`src/rtl/nfl_pkg.sv`:
```
package nfl_pkg;

    typedef enum logic [3:0] {
        ST_ARRAY,
        ST_STATUS,
        ST_PROG,
        ST_ERASE,
        ST_LOCK,
        ST_QUERY,
        ST_BUF_CNT,
        ST_BUF_DATA,
        ST_BUF_CONF
    } fl_state_e;

    // events that update the status byte in one cycle
    typedef struct packed {
        logic clear_all;
        logic drop_ready;
        logic raise_ready;
    } stat_evt_t;

    localparam logic [7:0] OP_PROG_A   = 8'h10;
    localparam logic [7:0] OP_PROG_B   = 8'h40;
    localparam logic [7:0] OP_ERASE    = 8'h20;
    localparam logic [7:0] OP_CLEAR    = 8'h50;
    localparam logic [7:0] OP_LOCK     = 8'h60;
    localparam logic [7:0] OP_STATUS   = 8'h70;
    localparam logic [7:0] OP_QUERY    = 8'h98;
    localparam logic [7:0] OP_BUFWR    = 8'hE8;
    localparam logic [7:0] OP_READ     = 8'hFF;
    localparam logic [7:0] OP_CONFIRM  = 8'hD0;
    localparam logic [7:0] OP_LOCK_ALT = 8'h01;

    localparam int READY_BIT = 7;
    localparam int QUERY_LEN = 64;
    localparam int BUF_CNT_W = 8;

    // mode entered by a command code written in command position
    function automatic fl_state_e cmd_next_state(input logic [7:0] op);
        case (op)
            OP_PROG_A, OP_PROG_B: return ST_PROG;
            OP_ERASE:             return ST_ERASE;
            OP_LOCK:              return ST_LOCK;
            OP_STATUS:            return ST_STATUS;
            OP_QUERY:             return ST_QUERY;
            OP_BUFWR:             return ST_BUF_CNT;
            default:              return ST_ARRAY;
        endcase
    endfunction

    function automatic logic accepts_command(input fl_state_e s);
        return (s == ST_ARRAY) || (s == ST_STATUS);
    endfunction

endpackage

```
`src/rtl/nfl_array.sv`:
```
module nfl_array #(
    parameter int WORDS  = 128,
    parameter int DATA_W = 16
) (
    input  logic                     clk,
    input  logic                     rst,
    input  logic                     we,
    input  logic [$clog2(WORDS)-1:0] waddr,
    input  logic [DATA_W-1:0]        wdata,
    input  logic [$clog2(WORDS)-1:0] raddr,
    output logic [DATA_W-1:0]        rdata
);
    logic [DATA_W-1:0] mem_q [WORDS];

    always_ff @(posedge clk) begin
        if (rst) begin
            for (int i = 0; i < WORDS; i++) begin
                mem_q[i] <= '1;
            end
        end else if (we) begin
            mem_q[waddr] <= wdata;
        end
    end

    assign rdata = mem_q[raddr];
endmodule

```
`src/rtl/nfl_erase_walker.sv`:
```
module nfl_erase_walker #(
    parameter int WORDS     = 128,
    parameter int SEC_WORDS = 32
) (
    input  logic                     clk,
    input  logic                     rst,
    input  logic                     start,
    input  logic [$clog2(WORDS)-1:0] base,
    output logic                     busy,
    output logic                     done,
    output logic                     we,
    output logic [$clog2(WORDS)-1:0] addr
);
    localparam int AW = $clog2(WORDS);
    localparam int SW = $clog2(SEC_WORDS);
    localparam logic [AW-1:0] OFS_MASK = AW'(SEC_WORDS - 1);

    logic          busy_q;
    logic [AW-1:0] ptr_q;
    logic          last_word;

    assign last_word = &ptr_q[SW-1:0];

    always_ff @(posedge clk) begin
        if (rst) begin
            busy_q <= 1'b0;
            ptr_q  <= '0;
        end else if (busy_q) begin
            if (last_word) begin
                busy_q <= 1'b0;
            end else begin
                ptr_q <= ptr_q + AW'(1);
            end
        end else if (start) begin
            busy_q <= 1'b1;
            ptr_q  <= base & ~OFS_MASK;
        end
    end

    assign busy = busy_q;
    assign done = busy_q && last_word;
    assign we   = busy_q;
    assign addr = ptr_q;
endmodule

```
`src/rtl/nfl_query_rom.sv`:
```
module nfl_query_rom #(
    parameter int ARRAY_BYTES  = 256,
    parameter int SECTOR_BYTES = 64,
    parameter int DATA_BYTES   = 2
) (
    input  logic [7:0] idx,
    output logic [7:0] qdata
);
    import nfl_pkg::*;

    localparam int            NSEC     = ARRAY_BYTES / SECTOR_BYTES;
    localparam logic [15:0]   NSEC_M1  = 16'(NSEC - 1);
    localparam logic [23:0]   SEC_SIZE = 24'(SECTOR_BYTES);
    localparam logic [7:0]    SIZE_LOG = 8'($clog2(ARRAY_BYTES));
    localparam logic [7:0]    BUF_LOG  = (DATA_BYTES == 1) ? 8'h08 : 8'h0B;

    always_comb begin
        qdata = 8'h00;
        if (int'(idx) < QUERY_LEN) begin
            case (idx)
                8'h10: qdata = 8'h51;
                8'h11: qdata = 8'h52;
                8'h12: qdata = 8'h59;
                8'h13: qdata = 8'h01;
                8'h15: qdata = 8'h31;
                8'h1B: qdata = 8'h45;
                8'h1C: qdata = 8'h55;
                8'h1F, 8'h20: qdata = 8'h07;
                8'h21: qdata = 8'h0A;
                8'h23, 8'h24, 8'h25: qdata = 8'h04;
                8'h27: qdata = SIZE_LOG;
                8'h28: qdata = 8'h02;
                8'h2A: qdata = BUF_LOG;
                8'h2C: qdata = 8'h01;
                8'h2D: qdata = NSEC_M1[7:0];
                8'h2E: qdata = NSEC_M1[15:8];
                8'h2F: qdata = SEC_SIZE[15:8];
                8'h30: qdata = SEC_SIZE[23:16];
                8'h31: qdata = 8'h50;
                8'h32: qdata = 8'h52;
                8'h33: qdata = 8'h49;
                8'h34, 8'h35: qdata = 8'h31;
                default: qdata = 8'h00;
            endcase
        end
    end
endmodule

```
`src/rtl/nfl_cmd_fsm.sv`:
```
module nfl_cmd_fsm
    import nfl_pkg::*;
(
    input  logic                 clk,
    input  logic                 rst,
    input  logic                 bus_we,
    input  logic [7:0]           op,
    input  logic                 erase_busy,
    input  logic                 erase_done,
    output fl_state_e            state,
    output logic [7:0]           status,
    output logic [BUF_CNT_W-1:0] buf_cnt,
    output logic                 arr_we,
    output logic                 erase_start
);
    fl_state_e            st_q, st_d;
    logic [7:0]           stat_q, stat_d;
    logic [BUF_CNT_W-1:0] cnt_q, cnt_d;
    stat_evt_t            evt;

    always_comb begin
        st_d        = st_q;
        cnt_d       = cnt_q;
        evt         = '0;
        arr_we      = 1'b0;
        erase_start = 1'b0;
        if (bus_we) begin
            case (st_q)
                ST_ARRAY, ST_STATUS: begin
                    st_d = cmd_next_state(op);
                    if (op == OP_ERASE) begin
                        erase_start    = 1'b1;
                        evt.drop_ready = 1'b1;
                    end
                    if (op == OP_CLEAR)  evt.clear_all   = 1'b1;
                    if (op == OP_BUFWR)  evt.raise_ready = 1'b1;
                end
                ST_PROG: begin
                    arr_we          = !erase_busy;
                    evt.raise_ready = 1'b1;
                    st_d            = ST_ARRAY;
                end
                ST_ERASE: begin
                    evt.raise_ready = (op == OP_CONFIRM);
                    st_d            = ST_ARRAY;
                end
                ST_LOCK: begin
                    evt.raise_ready = (op == OP_CONFIRM) || (op == OP_LOCK_ALT);
                    st_d            = ST_ARRAY;
                end
                ST_QUERY: begin
                    if (op == OP_READ) st_d = ST_ARRAY;
                end
                ST_BUF_CNT: begin
                    cnt_d = op[BUF_CNT_W-1:0];
                    st_d  = ST_BUF_DATA;
                end
                ST_BUF_DATA: begin
                    arr_we          = !erase_busy;
                    evt.raise_ready = 1'b1;
                    if (cnt_q == '0) begin
                        st_d = ST_BUF_CONF;
                    end else begin
                        cnt_d = cnt_q - BUF_CNT_W'(1);
                    end
                end
                ST_BUF_CONF: begin
                    evt.raise_ready = (op == OP_CONFIRM);
                    st_d            = ST_ARRAY;
                end
                default: st_d = ST_ARRAY;
            endcase
        end
    end

    // a running walk owns the ready flag; its end is applied last
    always_comb begin
        stat_d = stat_q;
        if (evt.clear_all) stat_d = '0;
        if (evt.drop_ready && !erase_busy) stat_d[READY_BIT] = 1'b0;
        if (evt.raise_ready && !erase_busy) stat_d[READY_BIT] = 1'b1;
        if (erase_done) stat_d[READY_BIT] = 1'b1;
    end

    always_ff @(posedge clk) begin
        if (rst) begin
            st_q   <= ST_ARRAY;
            stat_q <= '0;
            cnt_q  <= '0;
        end else begin
            st_q   <= st_d;
            stat_q <= stat_d;
            cnt_q  <= cnt_d;
        end
    end

    assign state   = st_q;
    assign status  = stat_q;
    assign buf_cnt = cnt_q;
endmodule

```
`src/rtl/nor_cmd_flash.sv`:
```
module nor_cmd_flash
    import nfl_pkg::*;
#(
    parameter int DATA_BYTES   = 2,
    parameter int ARRAY_BYTES  = 256,
    parameter int SECTOR_BYTES = 64
) (
    input  logic                           clk,
    input  logic                           rst,
    input  logic [$clog2(ARRAY_BYTES)-1:0] bus_addr,
    input  logic [8*DATA_BYTES-1:0]        bus_wdata,
    input  logic                           bus_we,
    input  logic                           bus_re,
    output logic [8*DATA_BYTES-1:0]        bus_rdata
);
    localparam int DATA_W    = 8 * DATA_BYTES;
    localparam int ADDR_W    = $clog2(ARRAY_BYTES);
    localparam int BSH       = $clog2(DATA_BYTES);
    localparam int WORDS     = ARRAY_BYTES / DATA_BYTES;
    localparam int SEC_WORDS = SECTOR_BYTES / DATA_BYTES;
    localparam int WAW       = ADDR_W - BSH;

    fl_state_e            fsm_state;
    logic [7:0]           status_q;
    logic [BUF_CNT_W-1:0] buf_cnt;
    logic                 fsm_arr_we;
    logic                 erase_start;
    logic                 erase_busy;
    logic                 erase_done;
    logic                 erase_we;
    logic [WAW-1:0]       erase_addr;
    logic [WAW-1:0]       word_idx;
    logic                 arr_we;
    logic [WAW-1:0]       arr_waddr;
    logic [DATA_W-1:0]    arr_wdata;
    logic [DATA_W-1:0]    arr_rdata;
    logic [7:0]           qbyte_addr;
    logic [7:0]           qidx;
    logic [7:0]           qdata;
    logic [DATA_W-1:0]    rd_mux;
    logic [DATA_W-1:0]    rdata_q;

    assign word_idx = bus_addr[ADDR_W-1:BSH];

    generate
        if (ADDR_W >= 8) begin : g_qaddr_wide
            assign qbyte_addr = bus_addr[7:0];
        end else begin : g_qaddr_narrow
            assign qbyte_addr = {{(8 - ADDR_W){1'b0}}, bus_addr};
        end
    endgenerate

    assign qidx = qbyte_addr >> BSH;

    nfl_cmd_fsm u_fsm (
        .clk        (clk),
        .rst        (rst),
        .bus_we     (bus_we),
        .op         (bus_wdata[7:0]),
        .erase_busy (erase_busy),
        .erase_done (erase_done),
        .state      (fsm_state),
        .status     (status_q),
        .buf_cnt    (buf_cnt),
        .arr_we     (fsm_arr_we),
        .erase_start(erase_start)
    );

    nfl_erase_walker #(
        .WORDS    (WORDS),
        .SEC_WORDS(SEC_WORDS)
    ) u_walker (
        .clk  (clk),
        .rst  (rst),
        .start(erase_start),
        .base (word_idx),
        .busy (erase_busy),
        .done (erase_done),
        .we   (erase_we),
        .addr (erase_addr)
    );

    // the walker owns the write port while it runs
    assign arr_we    = erase_we || fsm_arr_we;
    assign arr_waddr = erase_we ? erase_addr : word_idx;
    assign arr_wdata = erase_we ? '1 : bus_wdata;

    nfl_array #(
        .WORDS (WORDS),
        .DATA_W(DATA_W)
    ) u_array (
        .clk  (clk),
        .rst  (rst),
        .we   (arr_we),
        .waddr(arr_waddr),
        .wdata(arr_wdata),
        .raddr(word_idx),
        .rdata(arr_rdata)
    );

    nfl_query_rom #(
        .ARRAY_BYTES (ARRAY_BYTES),
        .SECTOR_BYTES(SECTOR_BYTES),
        .DATA_BYTES  (DATA_BYTES)
    ) u_query (
        .idx  (qidx),
        .qdata(qdata)
    );

    always_comb begin
        case (fsm_state)
            ST_ARRAY: rd_mux = arr_rdata;
            ST_QUERY: rd_mux = DATA_W'(qdata);
            default:  rd_mux = DATA_W'(status_q);
        endcase
    end

    always_ff @(posedge clk) begin
        if (rst) begin
            rdata_q <= '0;
        end else if (bus_re) begin
            rdata_q <= rd_mux;
        end
    end

    assign bus_rdata = rdata_q;
endmodule

```
`config.mk`:
```
export PLATFORM = sky130hd
export DESIGN_NAME = nor_cmd_flash
export DESIGN_NICKNAME = d
export VERILOG_FILES = /design/src/rtl/nfl_pkg.sv /design/src/rtl/nfl_array.sv /design/src/rtl/nfl_erase_walker.sv /design/src/rtl/nfl_query_rom.sv /design/src/rtl/nfl_cmd_fsm.sv /design/src/rtl/nor_cmd_flash.sv
export SDC_FILE = /design/constraint.sdc
export NUM_CORES = 2
export LEC_CHECK = 0
export BUFFER_PORTS_ARGS = -buffer_cell sky130_fd_sc_hd__buf_2
export CAP_MARGIN = 15
export CORE_MARGIN = 5
export CORE_UTILIZATION = 50
export DETAILED_ROUTE_END_ITERATION = 7
export PLACE_DENSITY = 0.74
export SLEW_MARGIN = 20
export SYNTH_ARGS = -nofsm -noshare
export SYNTH_HDL_FRONTEND = slang
export SYNTH_SLANG_ARGS = --single-unit
```
`constraint.sdc`:
```
create_clock -name clk -period 3 [get_ports clk]
set_clock_uncertainty 0.05 [all_clocks]
set_input_delay 0.6 -clock clk [delete_from_list [all_inputs] [get_ports clk]]
set_output_delay 0.6 -clock clk [all_outputs]
set_load 0.02 [all_outputs]
```
==> out/results.ini <==
[status]
status=finished clean

[synthesis]
yosysWarningCount=0
synthCells=6460
synth_fp_nets=6499
syn_area_sq_um=91900
synth_seq_area_share=0.677
async_reset_ff_frac=0
yosysTopAreaCell=edfxtp_1
synth_top_area_frac=0.669
synth_ff_type=edfxtp_1
synth.distinct_cells=80
synth-seq-cells=2085
synthTopCellsByArea=edfxtp_1 (67%), mux4_2 (11%), nand2_1 (8.9%)
synth_edf_count=2048
syn_avg_cell_area_sq_um=14.2

[finish]
stdcell_area_sq_um=106000
syn_to_final_growth_pct=15.2
fillerInstances=13500
fin_nets=6813
drive_gt1_frac=0.244

[worst_setup_path]
path_max_fanout=9
rrSetupSlack_ps=100
end_kind=flop
path_class=in -> reg
arrival_ps=3680
required_ps=3710
start_kind=primary input

[detailed_routing]
first_pass_iters=8
wl_met3_um=34100
wire_per_inst_um=28.8
wl_met2_um=124000
top_layer_used=met4
routed_wl_um=271000
routed_via_density=6.26
wl_met1_um=94900
ant_nets=0
drt_iter0_markers=9536
post-route-drc-count=0
num_vias=59000

[grt]
grt_pass1_vias=58100
grt_overflow_total=0
grt_max_degree=129
grt_pass1_wl_um=396000
antenna_found_initial=5
grt_usage=0.280

[die]
die_h_um=439
dieWidth_um=439
die_area_sq_um=192000
coreArea_sq_um=183000
rows=157
io_pins=44
start_util=0.502

[place]
portBuffers=42
gp_congestion=0.960
post_dp_cell_area_sq_um=99300
hpwl_um=174000

[clock_network]
htreeDepth=4
cts_max_path_buffers=3
clockRootBuffer=clkbuf_16
cts_tree=done
cts_buffers=204
clkTransAtPathRegs_ps=60
clock_latency_ps=880
cts_sinks=2085

[timing]
hold_viol=0
max_freq_ghz=0.337
finalHoldWorstSlack_ps=96.8
setup_viol=0
fin_crit_sh=0.989
period_needed_ps=2970
worst_slew_pin_slew_ps=1140
slew_violations=0
slew-limit-headroom=0.222
finalSetupTns_ps=0

[hold_path]
hold_class=in -> reg

[run]
cap_violations=0

[power_and_ir_drop]
p_per_area_nw_per_um2=579
vdd_drop_max_mv=0.663
p_leak_nw=28.1

flip-flops by register name, summed over array words and instances (netlist names):
| name | cells |
|---|---|
| u_walker.busy | 1 |
| bus_rdata | 16 |
| u_walker.addr | 7 |
| u_fsm.status | 1 |
| u_array.mem_q | 2048 |
| u_fsm.buf_cnt | 8 |
| u_fsm.state | 4 |
layout make-up:
type / instances / area (sq um) / share of cell area
diodes: 3 / 7.51 / 0.0000709
clock buffers: 261 / 5400 / 0.0510
clock inverters: 116 / 1170 / 0.0110
inverters: 14 / 55.1 / 0.000520
multi-input cells: 3763 / 26900 / 0.254
flip-flops and latches: 2085 / 62200 / 0.588
well taps: 2464 / 3080 / 0.0291
repair buffers: 706 / 7030 / 0.0664
worst paths after layout:
path / from / endpoint / cells past startpoint
setup / recovery: bus_addr[1] / bus_rdata[7] / 10
setup reg to reg: u_array.mem_q[7][1] / bus_rdata[1] / 7
hold / removal: bus_wdata[1] / u_fsm.buf_cnt[1] / 3
hold reg to reg: u_fsm.buf_cnt[0] / u_fsm.buf_cnt[0] / 2
cells in the mapped netlist (all sizes together), types with 8 or more instances:
cell type,instances
nand2,2173
edfxtp,2048
mux4,466
clkbuf,338
mux2i,270
buf,260
nor2,195
or2,130
a21oi,73
a22oi,72
o21ai,58
dfxtp,37
nand3,30
o22ai,28
a31oi,23
nor3,20
mux2,16
o211ai,16
o221ai,15
inv,12
nand2b,12
nor2b,12
ha,11
a221oi,10
a211oi,9
a32oi,9
and2,8
nand4,8
placed cells by master (no fill, tap or decap), drive strengths merged, types with 15 or more instances in the layout:
cell | Yosys | routed
nand2 | 2173 | 2173
edfxtp | 2048 | 2048
buf | 260 | 705
mux4 | 466 | 466
mux2i | 270 | 270
clkbuf | 338 | 261
nor2 | 195 | 195
or2 | 130 | 130
clkinv | 2 | 91
a21oi | 73 | 73
a22oi | 72 | 72
o21ai | 58 | 58
dfxtp | 37 | 37
nand3 | 30 | 30
o22ai | 28 | 28
a31oi | 23 | 23
nor3 | 20 | 20
inv | 12 | 19
mux2 | 16 | 16
o211ai | 16 | 16
o221ai | 15 | 15
routing by layer:
| metal | global-route usage | vias up |
|---|---|---|
| met5 | 0 | - |
| met4 | 0.156 | 0 |
| met3 | 0.0688 | 785 |
| met2 | 0.425 | 4208 |
| met1 | 0.375 | 29700 |
| li1 | - | 24300 |
kinds of logic after synthesis:
family,synth area share
mux,0.146
compound gates,0.0274
xor+xnor,0.000572
simple gates,0.116
fa+ha+maj,0.00150
buf+inv,0.0316
flops,0.677
repair_timing:
action / 4_1_cts / 5_1_grt
gates resized for setup: 0 / 1
setup endpoints to repair: 0 / 1
setup buffers: 0 / 0
hold buffers: 1 / 0
endpoints found under the hold margin: 5 / 0
worst max-delay path, cell delays in order:
cell       delay [ps]
buf_8             250
buf_12            190
buf_4             230
mux4_2            540
mux2i_1           140
buf_4             140
o22ai_1           180
a2111oi_0        1030
buf_4             250
o211ai_1          100
through the flow:
step	util	setup slack, ps	std cells	total power (W)
finish	0.579	31.9	9412	0.0614
global route	0.579	-8.23	9411	0.0628
CTS	0.579	159	9409	0.0614
detailed placement	0.543	-767	9031	0.0366
global placement	0.543	-755	9031	0.0365
floorplan	-	6.97	6460	0.0346
report_power, final:
| group | switching (W) | internal, W | leakage (nW) |
|---|---|---|---|
| logic | 0.00274 | 0.00124 | 10.3 |
| registers | 0.0000871 | 0.0320 | 14.6 |
| clock network | 0.0113 | 0.0140 | 3.19 |
Power figures use the tool's default switching activity.
